File: config.mk
export PLATFORM = sky130hd
export DESIGN_NAME = adc_scan_seq
export DESIGN_NICKNAME = d
export VERILOG_FILES = /design/src/rtl/adc_seq_pkg.sv /design/src/rtl/adc_seq_clkdiv.sv /design/src/rtl/adc_seq_trigsync.sv /design/src/rtl/adc_seq_results.sv /design/src/rtl/adc_scan_seq.sv
export SDC_FILE = /design/constraint.sdc
export NUM_CORES = 1
export LEC_CHECK = 0
export BUFFER_PORTS_ARGS = -buffer_cell sky130_fd_sc_hd__buf_4
export CAP_MARGIN = 20
export CORE_ASPECT_RATIO = 0.5
export CORE_UTILIZATION = 63
export CTS_CLUSTER_SIZE = 14
export DETAILED_ROUTE_END_ITERATION = 8
export GPL_ROUTABILITY_DRIVEN = 0
export GPL_TIMING_DRIVEN = 0
export PLACE_DENSITY = 0.83
export SYNTH_ARGS = -nofsm -noshare
export SYNTH_HDL_FRONTEND = slang
export SYNTH_SLANG_ARGS = --single-unit
File: constraint.sdc
create_clock -name clk -period 9.9 [get_ports clk]
set_input_delay 2.475 -clock clk [delete_from_list [all_inputs] [get_ports clk]]
set_output_delay 2.475 -clock clk [all_outputs]
set_load 0.1 [all_outputs]
File: src/rtl/adc_seq_pkg.sv
package adc_seq_pkg;

  typedef enum logic [0:0] {
    SEQ_IDLE = 1'b0,
    SEQ_CONV = 1'b1
  } seq_state_e;

  localparam int unsigned START_W = 3;
  localparam logic [START_W-1:0] START_NONE  = 3'd0;
  localparam logic [START_W-1:0] START_NOW   = 3'd1;
  localparam int unsigned        TRIG_BASE   = 2;

endpackage

File: src/rtl/adc_seq_clkdiv.sv
module adc_seq_clkdiv #(
  parameter int unsigned DIVW = 8
) (
  input  logic            clk,
  input  logic            rst_n,
  input  logic            run,
  input  logic            clr,
  input  logic [DIVW-1:0] div_val,
  output logic            tick
);

  logic [DIVW-1:0] cnt_q, cnt_d;
  logic            cnt_en;

  assign cnt_en = clr | run;

  always_comb begin
    cnt_d = cnt_q;
    if (clr) begin
      cnt_d = '0;
    end else if (run) begin
      if (cnt_q == div_val) cnt_d = '0;
      else                  cnt_d = cnt_q + 1'b1;
    end
  end

  always_ff @(posedge clk or negedge rst_n) begin
    if (!rst_n) begin
      cnt_q <= '0;
    end else if (cnt_en) begin
      cnt_q <= cnt_d;
    end
  end

  assign tick = run && (cnt_q == div_val);

  AST_TICK_SPACING: assert property (@(posedge clk) disable iff (!rst_n)
    (tick && div_val != '0) |=> (!tick || div_val == '0));

endmodule

File: src/rtl/adc_seq_trigsync.sv
module adc_seq_trigsync #(
  parameter int unsigned NTRIG = 6
) (
  input  logic             clk,
  input  logic             rst_n,
  input  logic [NTRIG-1:0] trig_in,
  input  logic             edge_fall,
  output logic [NTRIG-1:0] trig_ev
);

  logic [NTRIG-1:0] meta_q, sync_q, hist_q;

  for (genvar t = 0; t < NTRIG; t++) begin : g_line
    always_ff @(posedge clk or negedge rst_n) begin
      if (!rst_n) begin
        meta_q[t] <= 1'b0;
        sync_q[t] <= 1'b0;
        hist_q[t] <= 1'b0;
      end else begin
        meta_q[t] <= trig_in[t];
        sync_q[t] <= meta_q[t];
        hist_q[t] <= sync_q[t];
      end
    end

    always_comb begin
      if (edge_fall) trig_ev[t] = hist_q[t] & ~sync_q[t];
      else           trig_ev[t] = ~hist_q[t] & sync_q[t];
    end
  end

endmodule

File: src/rtl/adc_seq_results.sv
module adc_seq_results #(
  parameter int unsigned NCH  = 8,
  parameter int unsigned RESW = 10,
  localparam int unsigned CHW = (NCH > 1) ? $clog2(NCH) : 1
) (
  input  logic            clk,
  input  logic            rst_n,
  input  logic            wr_en,
  input  logic [CHW-1:0]  wr_ch,
  input  logic [RESW-1:0] wr_data,
  input  logic            rd_en,
  input  logic [CHW-1:0]  rd_chan,
  output logic [RESW-1:0] rd_data,
  output logic [NCH-1:0]  done_flags
);

  logic [RESW-1:0] res_q [NCH];
  logic [NCH-1:0]  done_q, done_d;

  for (genvar c = 0; c < NCH; c++) begin : g_chan
    logic hit_wr, hit_rd;
    assign hit_wr = wr_en && (wr_ch == CHW'(c));
    assign hit_rd = rd_en && (rd_chan == CHW'(c));

    always_comb begin
      done_d[c] = done_q[c];
      if (hit_wr)      done_d[c] = 1'b1;
      else if (hit_rd) done_d[c] = 1'b0;
    end

    always_ff @(posedge clk or negedge rst_n) begin
      if (!rst_n) begin
        res_q[c] <= '0;
      end else if (hit_wr) begin
        res_q[c] <= wr_data;
      end
    end
  end

  always_ff @(posedge clk or negedge rst_n) begin
    if (!rst_n) done_q <= '0;
    else        done_q <= done_d;
  end

  assign rd_data    = res_q[rd_chan];
  assign done_flags = done_q;

  AST_DONE_ON_STORE: assert property (@(posedge clk) disable iff (!rst_n)
    wr_en |=> done_q[$past(wr_ch)]);
  AST_READ_CLEARS: assert property (@(posedge clk) disable iff (!rst_n)
    (rd_en && !(wr_en && wr_ch == rd_chan)) |=> !done_q[$past(rd_chan)]);

endmodule

File: src/rtl/adc_scan_seq.sv
module adc_scan_seq
  import adc_seq_pkg::*;
#(
  parameter int unsigned NCH   = 8,
  parameter int unsigned NTRIG = 6,
  parameter int unsigned DIVW  = 8,
  parameter int unsigned RESW  = 10,
  parameter int unsigned LENW  = 3,
  localparam int unsigned CHW   = (NCH > 1) ? $clog2(NCH) : 1,
  localparam int unsigned STEPW = $clog2(RESW + 2)
) (
  input  logic             clk,
  input  logic             rst_n,
  input  logic [DIVW-1:0]  div_val,
  input  logic [NCH-1:0]   chan_mask,
  input  logic             burst_en,
  input  logic [LENW-1:0]  len_code,
  input  logic [START_W-1:0] start_code,
  input  logic             edge_fall,
  input  logic             pwr_down,
  input  logic [NTRIG-1:0] trig_in,
  input  logic [RESW-1:0]  adc_data,
  output logic             adc_sample,
  output logic             adc_step,
  output logic [CHW-1:0]   adc_chan,
  output logic             busy,
  input  logic             rd_en,
  input  logic [CHW-1:0]   rd_chan,
  output logic [RESW-1:0]  rd_data,
  output logic [NCH-1:0]   done_flags,
  output logic             irq
);

  // Reset: asserted asynchronously, released through two flops.
  logic rst_meta_q, rst_sync_n;
  always_ff @(posedge clk or negedge rst_n) begin
    if (!rst_n) begin
      rst_meta_q <= 1'b0;
      rst_sync_n <= 1'b0;
    end else begin
      rst_meta_q <= 1'b1;
      rst_sync_n <= rst_meta_q;
    end
  end

  function automatic logic [CHW-1:0] lowest_set(input logic [NCH-1:0] m);
    logic [CHW-1:0] r;
    r = '0;
    for (int i = NCH - 1; i >= 0; i--) begin
      if (m[i]) r = CHW'(i);
    end
    return r;
  endfunction

  function automatic logic [CHW-1:0] next_after(input logic [NCH-1:0] m,
                                                input logic [CHW-1:0] from);
    logic [CHW-1:0] r;
    logic found;
    r = lowest_set(m);
    found = 1'b0;
    for (int i = 0; i < NCH; i++) begin
      if (!found && m[i] && (i > int'(from))) begin
        r = CHW'(i);
        found = 1'b1;
      end
    end
    return r;
  endfunction

  seq_state_e         state_q, state_d;
  logic [CHW-1:0]     chan_q, chan_d;
  logic [LENW-1:0]    shift_q, shift_d;
  logic [STEPW-1:0]   step_q, step_d;
  logic               sample_q;
  logic               fresh_q, fresh_d;
  logic [START_W-1:0] prev_code_q;

  logic [NCH-1:0]     mask_eff;
  logic [NTRIG-1:0]   trig_ev;
  logic               tick, idle, go_now, trig_hit;
  logic               start_idle, finish, chain, launch;
  logic [STEPW-1:0]   len_ticks;
  logic [RESW-1:0]    store_data;

  assign mask_eff  = (chan_mask == '0) ? NCH'(1) : chan_mask;
  assign idle      = (state_q == SEQ_IDLE);
  assign len_ticks = STEPW'(RESW + 1) - STEPW'(shift_q);
  assign go_now    = (start_code == START_NOW) && (prev_code_q != START_NOW);

  always_comb begin
    trig_hit = 1'b0;
    for (int i = 0; i < NTRIG; i++) begin
      if (start_code == START_W'(i + TRIG_BASE)) trig_hit = trig_hit | trig_ev[i];
    end
  end

  assign start_idle = idle && !pwr_down && (burst_en || go_now || trig_hit);
  assign finish     = !idle && tick && (step_q == len_ticks - 1'b1);
  assign chain      = finish && burst_en && !pwr_down;
  assign launch     = start_idle || chain;
  assign store_data = adc_data >> shift_q;

  // Next-state logic
  always_comb begin
    state_d = state_q;
    chan_d  = chan_q;
    shift_d = shift_q;
    step_d  = step_q;
    fresh_d = fresh_q;

    if (idle && !burst_en) fresh_d = 1'b1;

    if (launch) begin
      state_d = SEQ_CONV;
      step_d  = '0;
      if (burst_en) begin
        shift_d = len_code;
        chan_d  = fresh_q ? lowest_set(mask_eff) : next_after(mask_eff, chan_q);
        fresh_d = 1'b0;
      end else begin
        shift_d = '0;
        chan_d  = lowest_set(mask_eff);
      end
    end else if (finish) begin
      state_d = SEQ_IDLE;
    end else if (!idle && tick) begin
      step_d = step_q + 1'b1;
    end
  end

  // Registers
  always_ff @(posedge clk or negedge rst_sync_n) begin
    if (!rst_sync_n) begin
      state_q     <= SEQ_IDLE;
      chan_q      <= '0;
      shift_q     <= '0;
      step_q      <= '0;
      sample_q    <= 1'b0;
      fresh_q     <= 1'b1;
      prev_code_q <= START_NONE;
    end else begin
      state_q     <= state_d;
      chan_q      <= chan_d;
      shift_q     <= shift_d;
      step_q      <= step_d;
      sample_q    <= launch;
      fresh_q     <= fresh_d;
      prev_code_q <= start_code;
    end
  end

  adc_seq_clkdiv #(.DIVW(DIVW)) u_div (
    .clk     (clk),
    .rst_n   (rst_sync_n),
    .run     (!idle),
    .clr     (launch),
    .div_val (div_val),
    .tick    (tick)
  );

  adc_seq_trigsync #(.NTRIG(NTRIG)) u_trig (
    .clk       (clk),
    .rst_n     (rst_sync_n),
    .trig_in   (trig_in),
    .edge_fall (edge_fall),
    .trig_ev   (trig_ev)
  );

  adc_seq_results #(.NCH(NCH), .RESW(RESW)) u_res (
    .clk        (clk),
    .rst_n      (rst_sync_n),
    .wr_en      (finish),
    .wr_ch      (chan_q),
    .wr_data    (store_data),
    .rd_en      (rd_en),
    .rd_chan    (rd_chan),
    .rd_data    (rd_data),
    .done_flags (done_flags)
  );

  assign busy       = !idle;
  assign adc_sample = sample_q;
  assign adc_step   = tick;
  assign adc_chan   = chan_q;
  assign irq        = |done_flags;

  AST_PD_NO_START: assert property (@(posedge clk) disable iff (!rst_sync_n)
    (!busy && pwr_down) |=> !busy);
  AST_SAMPLE_AT_START: assert property (@(posedge clk) disable iff (!rst_sync_n)
    $rose(busy) |-> adc_sample);
  AST_CHAN_HELD: assert property (@(posedge clk) disable iff (!rst_sync_n)
    (busy && $past(busy) && !adc_sample) |-> $stable(adc_chan));
  AST_STEP_BOUND: assert property (@(posedge clk) disable iff (!rst_sync_n)
    busy |-> (step_q < len_ticks));

endmodule

Yosys cells after proc, flatten, opt, wreduce, memory -nomap -nowiden
Index checks and enable logic that the tools add are counted.
{"block": "totals", "wordCells": 259, "regBits": 132}
{"block": "op_classes", "mux": 79, "bitwise_logic": 32, "n_reduce_logical": 66, "n_lt_le_gt_ge": 8, "eq_ne": 25, "addsub": 4, "shifts": 1}
{"op": "3-bit 2-to-1 mux", "count": 18}
{"op": "1-bit 2-to-1 mux", "count": 51}
{"op": "1-bit logical AND", "count": 38}
{"op": "3-bit == test, second input constant", "count": 12}
{"op": "8-bit 2-to-1 mux", "count": 4}
{"op": "10-bit binary-select mux with 3-bit select", "count": 1}
{"op": "2-bit nonzero test", "count": 11}
{"op": "10-bit 2-to-1 mux", "count": 2}
{"op": "3-bit by 2-bit == test with 1-bit output, second input constant", "count": 6}
{"op": "1-bit inverter", "count": 13}
{"op": "1-bit bitwise AND", "count": 12}
{"op": "3-bit > comparator, first input constant", "count": 4}
{"op": "4-bit 2-to-1 mux", "count": 3}
{"op": "10-bit by 3-bit >> shifter with 10-bit output", "count": 1}
{"op": "3-bit by 1-bit == test with 1-bit output, second input constant", "count": 3}
{"op": "8-bit by 1-bit adder with 8-bit output, second input constant", "count": 1}
{"op": "8-bit == test", "count": 1}
{"op": "1-bit logical NOT", "count": 8}
{"op": "8-bit logical NOT", "count": 1}
{"op": "8-bit OR reduction", "count": 1}
{"op": "2-bit by 3-bit > comparator with 1-bit output, first input constant", "count": 2}
{"op": "3-bit logical NOT", "count": 2}
{"op": "1-bit bitwise OR", "count": 6}
{"op": "4-bit by 1-bit adder with 4-bit output, second input constant", "count": 1}
{"op": "other kinds (10)", "count": 13}

Logic depth before layout (Yosys ltp)
Gate-level depths: netlist (run 1).
{"block": "depth", "ltp_word": 54, "ltp_mapped": 9}

Modules after synthesis
A second synthesis (run 1) with hierarchy kept.
{"block": "unflattened", "cells_unflattened": 539, "area_unflattened_um2": 6557.5}
{"mod": "adc_seq_results", "seq_area_each_um2": 2202.1, "instances": 1, "area_per_inst_um2": 4021.4, "cells_each": 277}
{"mod": "adc_scan_seq", "seq_area_each_um2": 451.7, "instances": 1, "area_per_inst_um2": 1397.6, "cells_each": 169}
{"mod": "adc_seq_trigsync", "seq_area_each_um2": 450.4, "instances": 1, "area_per_inst_um2": 574.3, "cells_each": 37}
{"mod": "adc_seq_clkdiv", "seq_area_each_um2": 200.2, "instances": 1, "area_per_inst_um2": 564.3, "cells_each": 56}

Least setup slack after synthesis (run 1)
No wires, ideal clock.
{"block": "synth_path", "kind": "input port to output port", "from": "in rd_chan[0]", "to": "out rd_data[0]", "arrival_ns": 4.261, "cell_stages": 4, "required_time_ns": 7.425, "setup_slack_ns": 3.164, "path_buffers": 2, "cell_sequence": "clkbuf_1 -> clkbuf_1 -> mux4_2 -> mux2_2"}
{"block": "synth_between", "elab_chain_cells": 4}
{"item": "start, declared", "line": "adc_scan_seq.sv:28", "source": "input logic [CHW-1:0] rd_chan,"}
{"item": "3-bit inverter with 4-bit output (implied by the code)", "line": "adc_seq_results.sv:45", "source": "assign rd_data = res_q[rd_chan];"}
{"item": "10-bit binary-select mux with 3-bit select", "line": "adc_seq_results.sv:45"}
{"item": "10-bit 2-to-1 mux (implied by the code) (2 in a row)", "line": "adc_seq_results.sv:45"}
{"item": "end, declared", "line": "adc_scan_seq.sv:29", "source": "output logic [RESW-1:0] rd_data,"}
No other way between the ends. The select of a mux whose other input is x is not followed.

Worst setup path in the final report (run 1)
{"block": "layout_path", "from": "in rd_chan[0]", "to": "out rd_data[7]"}
The elaborated chain is that of the path after synthesis.

==> out/metrics.csv, run 1 <==
metric;value;unit
status;complete, no violations;
remaining antenna violation count;0;
met2 usage;0.4833;
# setup viols final;0;
Mapped Nets;554;
MaxCap Viol Count;0;
Crit Reg-Reg Startpoint;u_div.cnt_q[3];
DP Area;7224;um2
Setup crit end kind;primary output;
setup TNS;0;ps
vias in the first global route;4499;
Avg WL per Cell;19.16;um
most frequent cells in the layout;130 x dfrtp_1, 74 x buf_4, 74 x mux2_1;
pre-CTS worst setup slack;2707;ps
Hold Worst Slack;345.7;ps
CTS tree;yes;
hold path depth;0;
Post-Syn Area;6506;um2
clock buffer depth;2;
initial core utilization;0.6688;
final hold violations;0;
Hold-fix buffers, CTS;0;
Setup crit start kind;input pin;
share of layout cells above drive strength 1;0.2855;
Post-synth EDFFs;0;
yosys warns;0;
fin util;0.8073;
Clock Skews;10.08;ps
post-CTS setup repair buffer count;0;
nets;643;
die area;10760;um2
DR pass1 iterations;4;
Synth Instances;504;
CP Launch Point;rd_chan[0];
post-synth cell types;65;
Via Count;4424;
total CTS buffers;17;
DR vias/cell;5.970;
Final period util;0.7236;
min cycle time layout;7164;ps
worst setup path class;in -> out;
Peak Freq;139.6;MHz
clk slew on worst S/H paths;60;ps
final wirelength;14200;um
Die W;145.7;um
Total GRT Usage;0.2964;
FF-to-FF End;u_res.res_q[37];
Syn Area/Cell;12.91;um2
first-pass GRT wire length;23540;um
fin cells;741;
Max Slew Vio Count;0;
Root Driver;clkbuf_16;
RSZ-0062 raised after global routing;no;
Skew-Pair Late Insertion Delay;420;ps
most common cell after layout, fill and taps aside;dfrtp_1;
clk sink count;132;
Worst Hold Class;reg -> reg;
Max rail drop VDD;0.1661;mV
worst path required time;7430;ps
CP endpoint;rd_data[7];
Seq/Total Area, Yosys;0.5079;
fraction of registers with async set or reset after synthesis;1.000;
post-route cell area;7854;um2
slack of the critical path;2736;ps
DR iter-0 viols;289;
H-tree Lvls;4;
Leak;3.856;nW
post-DP HPWL;9116;um
CP Max Fanout;10;
diode count;0;
GR Layer Usage met3;0.05963;
reg2reg setup slack;7190;ps
busiest layer in global routing;met2;
initial antenna violation count;0;
PD cells;222.8;nW/um2
relative slew slack;0.3967;
Top FF cell, synth;dfrtp_1;
largest net degree at the start of global routing;72;
core area;9728;um2
Arrival @ worst endpoint;4690;ps
Die H;73.86;um
post_cts resized;0;
Residual DRC;0;
Area growth, synth to finish;20.71;%
R2R depth;8;
I/O pin count;72;
Worst Tran Pin Value;898.1;ps
row count;25;
placed cell count;709;
met1 GRT Util;0.4034;
synthesized flop and latch total;132;
# port buffers;69;
total power;1.749;mW
GRT overflow;0;
==> power breakdown <==
| group | internal, mW | switching, mW |
|---|---|---|
| Sequential | 0.577 | 0.0441 |
| Clock | 0.427 | 0.249 |
| Combinational | 0.156 | 0.297 |
| Total | 1.16 | 0.590 |
==> flip-flops by register name, summed over array words and instances (netlist names), 3 cells and up <==
| signal | flops |
|---|---|
| step_q | 4 |
| shift_q | 3 |
| u_trig.sync_q | 6 |
| u_trig.hist_q | 6 |
| u_div.cnt_q | 8 |
| u_res.res_q | 80 |
| u_trig.meta_q | 6 |
| adc_chan | 3 |
| u_res.done_flags | 8 |
| prev_code_q | 3 |
==> cells in the mapped netlist, types with 7 or more instances <==
master / n / area [um2]
a21o_1: 7 / 52.55
a21oi_1: 11 / 55.05
buf_2: 8 / 40.04
clkbuf_1: 11 / 41.29
dfrtp_1: 131 / 3278
inv_1: 8 / 30.03
mux2_1: 74 / 833.3
mux2_2: 19 / 214.0
mux2i_1: 9 / 90.09
mux4_2: 24 / 540.5
nand2_1: 28 / 105.1
nand2b_1: 7 / 43.79
nand3_1: 7 / 35.03
nor2_1: 25 / 93.84
nor2b_1: 8 / 50.05
nor3_1: 15 / 75.07
o21ai_0: 13 / 65.06
xnor2_1: 13 / 113.9
==> worst max-delay path: stages <==
cell,delay (ps)
clkbuf_1,440
clkbuf_1,650
mux4_2,600
mux2_2,280
buf_4,230
==> worst min-delay path by stage <==
stage	endpoint	slack (ps)	start
global placement	u_trig.sync_q[1]	330	u_trig.meta_q[1]
floorplan	rst_sync_n	330	rst_meta_q
detailed placement	u_trig.sync_q[2]	330	u_trig.meta_q[2]
CTS	u_trig.sync_q[2]	350	u_trig.meta_q[2]
finish	u_trig.sync_q[2]	350	u_trig.meta_q[2]
global route	u_trig.sync_q[4]	350	u_trig.meta_q[4]
==> layer usage <==
layer | vias up | share of wire
li1 | 2043 | -
met1 | 2233 | 0.45
met2 | 131 | 0.48
met3 | 17 | 0.053
met4 | 0 | 0.012
met5 | - | 0
==> kinds of logic after synthesis <==
| logic type | synth area share |
|---|---|
| DFF | 0.5079 |
| muxes | 0.2602 |
| and+or+nand+nor | 0.1038 |
| AOI/OAI and AO/OA | 0.06462 |
| buffers and inverters | 0.03154 |
| xor gates and xnor gates | 0.02558 |
| adders and majority gates | 0.005770 |
| other | 0.0005764 |
==> layout make-up <==
| type | instances | area, um2 |
|---|---|---|
| clock buffer | 19 | 432.9 |
| timing repair buffer | 70 | 545.5 |
| tap | 135 | 168.9 |
| clock inverter | 13 | 196.4 |
| buffer | 30 | 171.4 |
| fill | 564 | 1874 |
| multi-input combinational | 333 | 2997 |
| sequential | 132 | 3308 |
| inverter | 9 | 33.78 |
Note: power is estimated with default switching activity, not from simulation.
==> run 2: changes to the inputs <==
CORE_UTILIZATION = 59   (was 63)
PLACE_DENSITY = 0.78   (was 0.83)
clock period = 6.6 ns   (was 9.9 ns; I/O delays follow)
==> run 2 against run 1 <==
Critical path depth stayed put; total power increased by 47%; non-clock buffer count up 1; combinational power grew 50%; sequential share of layout area is essentially flat; first-iteration DRC count decreased by 13%; highest routed layer unchanged; utilization fell by 5.7 points; clock skew up 0.69 ps; routed wire length rose by 0.61%; critical path type unchanged; global-route usage down 1.9 points; via count up 0.36%; die area rose by 6.6%.
==> out/metrics.csv, run 2 (synthesized netlist as in run 1, its figures left out) <==
metric;value;unit
post_cts resized;0;
Total GRT Usage;0.2776;
# setup viols final;0;
Arrival @ worst endpoint;3870;ps
DR pass1 iterations;6;
most frequent cells in the layout;130 x dfrtp_1, 74 x buf_4, 74 x mux2_1;
Leak;3.844;nW
Residual DRC;0;
# port buffers;69;
CP Launch Point;rd_chan[0];
Worst Tran Pin Value;968.1;ps
Worst path depth;5;
clk sink count;132;
remaining antenna violation count;0;
total CTS buffers;17;
final hold violations;0;
RSZ-0062 raised after global routing;no;
FF-to-FF End;u_res.res_q[70];
Setup crit start kind;input pin;
clk slew on worst S/H paths;60;ps
Worst Hold Class;reg -> async;
DR vias/cell;5.944;
Storage cell area;3308;um2
DP Area;7258;um2
CP endpoint;rd_data[0];
vias in the first global route;4549;
die area;11480;um2
Cell Int Power;1.668;mW
GRT overflow;0;
status;complete, no violations;
switching power;899.5;uW
largest register by flop count;u_res.res_q;
Max Slew Vio Count;0;
Hold-fix buffers, CTS;0;
initial antenna violation count;0;
Final period util;0.8368;
Hold Worst Slack;264.7;ps
worst setup path class;in -> out;
clock buffer depth;2;
relative slew slack;0.3497;
PD cells;326.9;nW/um2
nets;644;
total power;2.567;mW
Skew-Pair Late Insertion Delay;420;ps
reg2reg setup slack;3900;ps
min cycle time layout;5523;ps
MaxCap Viol Count;0;
max reg flops;80;
part of the power in the clock network;0.372;
row count;26;
worst path required time;4950;ps
CP most frequent cell;clkbuf_1;
post-CTS setup repair buffer count;0;
Root Driver;clkbuf_16;
initial core utilization;0.6211;
Buf/Inv on CP;3;
first-pass GRT wire length;23810;um
most common cell after layout, fill and taps aside;dfrtp_1;
post-DP HPWL;9415;um
Peak Freq;181.1;MHz
DR iter-0 viols;251;
Crit Reg-Reg Startpoint;u_div.cnt_q[2];
setup TNS;0;ps
Switching Share;0.3504;
diode count;0;
cells along the critical path;clkbuf_1 > clkbuf_1 > mux4_2 > mux2_2 > buf_4;
Avg WL per Cell;19.12;um
CP max stage delay;650;ps
delay-heaviest family, CP;buffers and inverters;
Area growth, synth to finish;20.73;%
Via Count;4440;
core area;10480;um2
fin util;0.7499;
share of layout cells above drive strength 1;0.2883;
Comb pwr share;0.265;
Reg power frac;0.363;
slowest CP cell;clkbuf_1;
Clock Skews;10.77;ps
Setup crit end kind;primary output;
Max rail drop VDD;0.2357;mV
I/O pin count;72;
largest net degree at the start of global routing;61;
CP Max Fanout;10;
Layout fillers;692;
H-tree Lvls;4;
post-route cell area;7855;um2
Die H;76.26;um
Die W;150.5;um
CTS tree;yes;
R2R depth;8;
final wirelength;14290;um
multi-input logic area;2997;um2
-- run 2: changes by cell type in the layout (fill, tap and decap cells not counted) --
cell,change
inv_8,+2
clkinv_2,-1
clkinvlp_4,+3
clkbuf_1,-1
bufinv_16,-2
clkinv_4,-1
buf_16,+1
-- run 2: power groups by stage --
stage	Combinational, mW	Sequential (mW)	Clock [mW]
after floorplan	0.409	1.02	0
after CTS	0.675	0.932	0.967
after global routing	0.741	0.942	1.00
after detailed placement	0.673	0.945	0
final	0.680	0.932	0.956
after global placement	0.644	0.955	0
-- run 2: routing by layer --
metal  GRT usage  vias to the layer above  share of wire
li1            -                     2035              -
met1      0.3842                     2262           0.47
met2      0.4286                      124           0.47
met3     0.07365                       19          0.048
met4     0.08990                        0          0.013
met5           0                        -              0
-- run 2: stage by stage --
| stage | worst slack, ps | cells |
|---|---|---|
| 3_5_place_dp | 1038 | 715 |
| 2_1_floorplan | 1514 | 504 |
| 5_1_grt | 943.2 | 747 |
| 3_3_place_gp | 1041 | 713 |
| 4_1_cts | 1040 | 747 |
| 6_report | 1077 | 747 |
-- run 2: worst min-delay path by stage --
stage                     start               end  slack (ps)  cells past startpoint
2_1_floorplan        rst_meta_q        rst_sync_n         330                      0
3_3_place_gp   u_trig.meta_q[0]  u_trig.sync_q[0]         330                      0
3_5_place_dp         rst_sync_n   u_res.res_q[49]         270                      0
4_1_cts              rst_sync_n   u_res.res_q[29]         270                      0
5_1_grt              rst_sync_n   u_res.res_q[29]         300                      0
6_report             rst_sync_n   u_res.res_q[29]         260                      0
-- run 2: layout make-up --
class,count,area share
plain buffers,30,0.02182
clock inverters,14,0.02134
well taps,140,0.02230
multi-input cells,333,0.3815
clock buffers,18,0.05464
flip-flops and latches,132,0.4212
repair buffers,71,0.07295
inverters,9,0.004301
-- run 2: worst reg2reg max path, cell delays in order, from the launching register on --
cell and delay [ps]:
dfrtp_1 440, xnor2_1 180, nand4_1 140, nor2_1 240
clkbuf_1 360, nand4b_2 250, nor3_1 320, buf_4 290
mux2_1 350
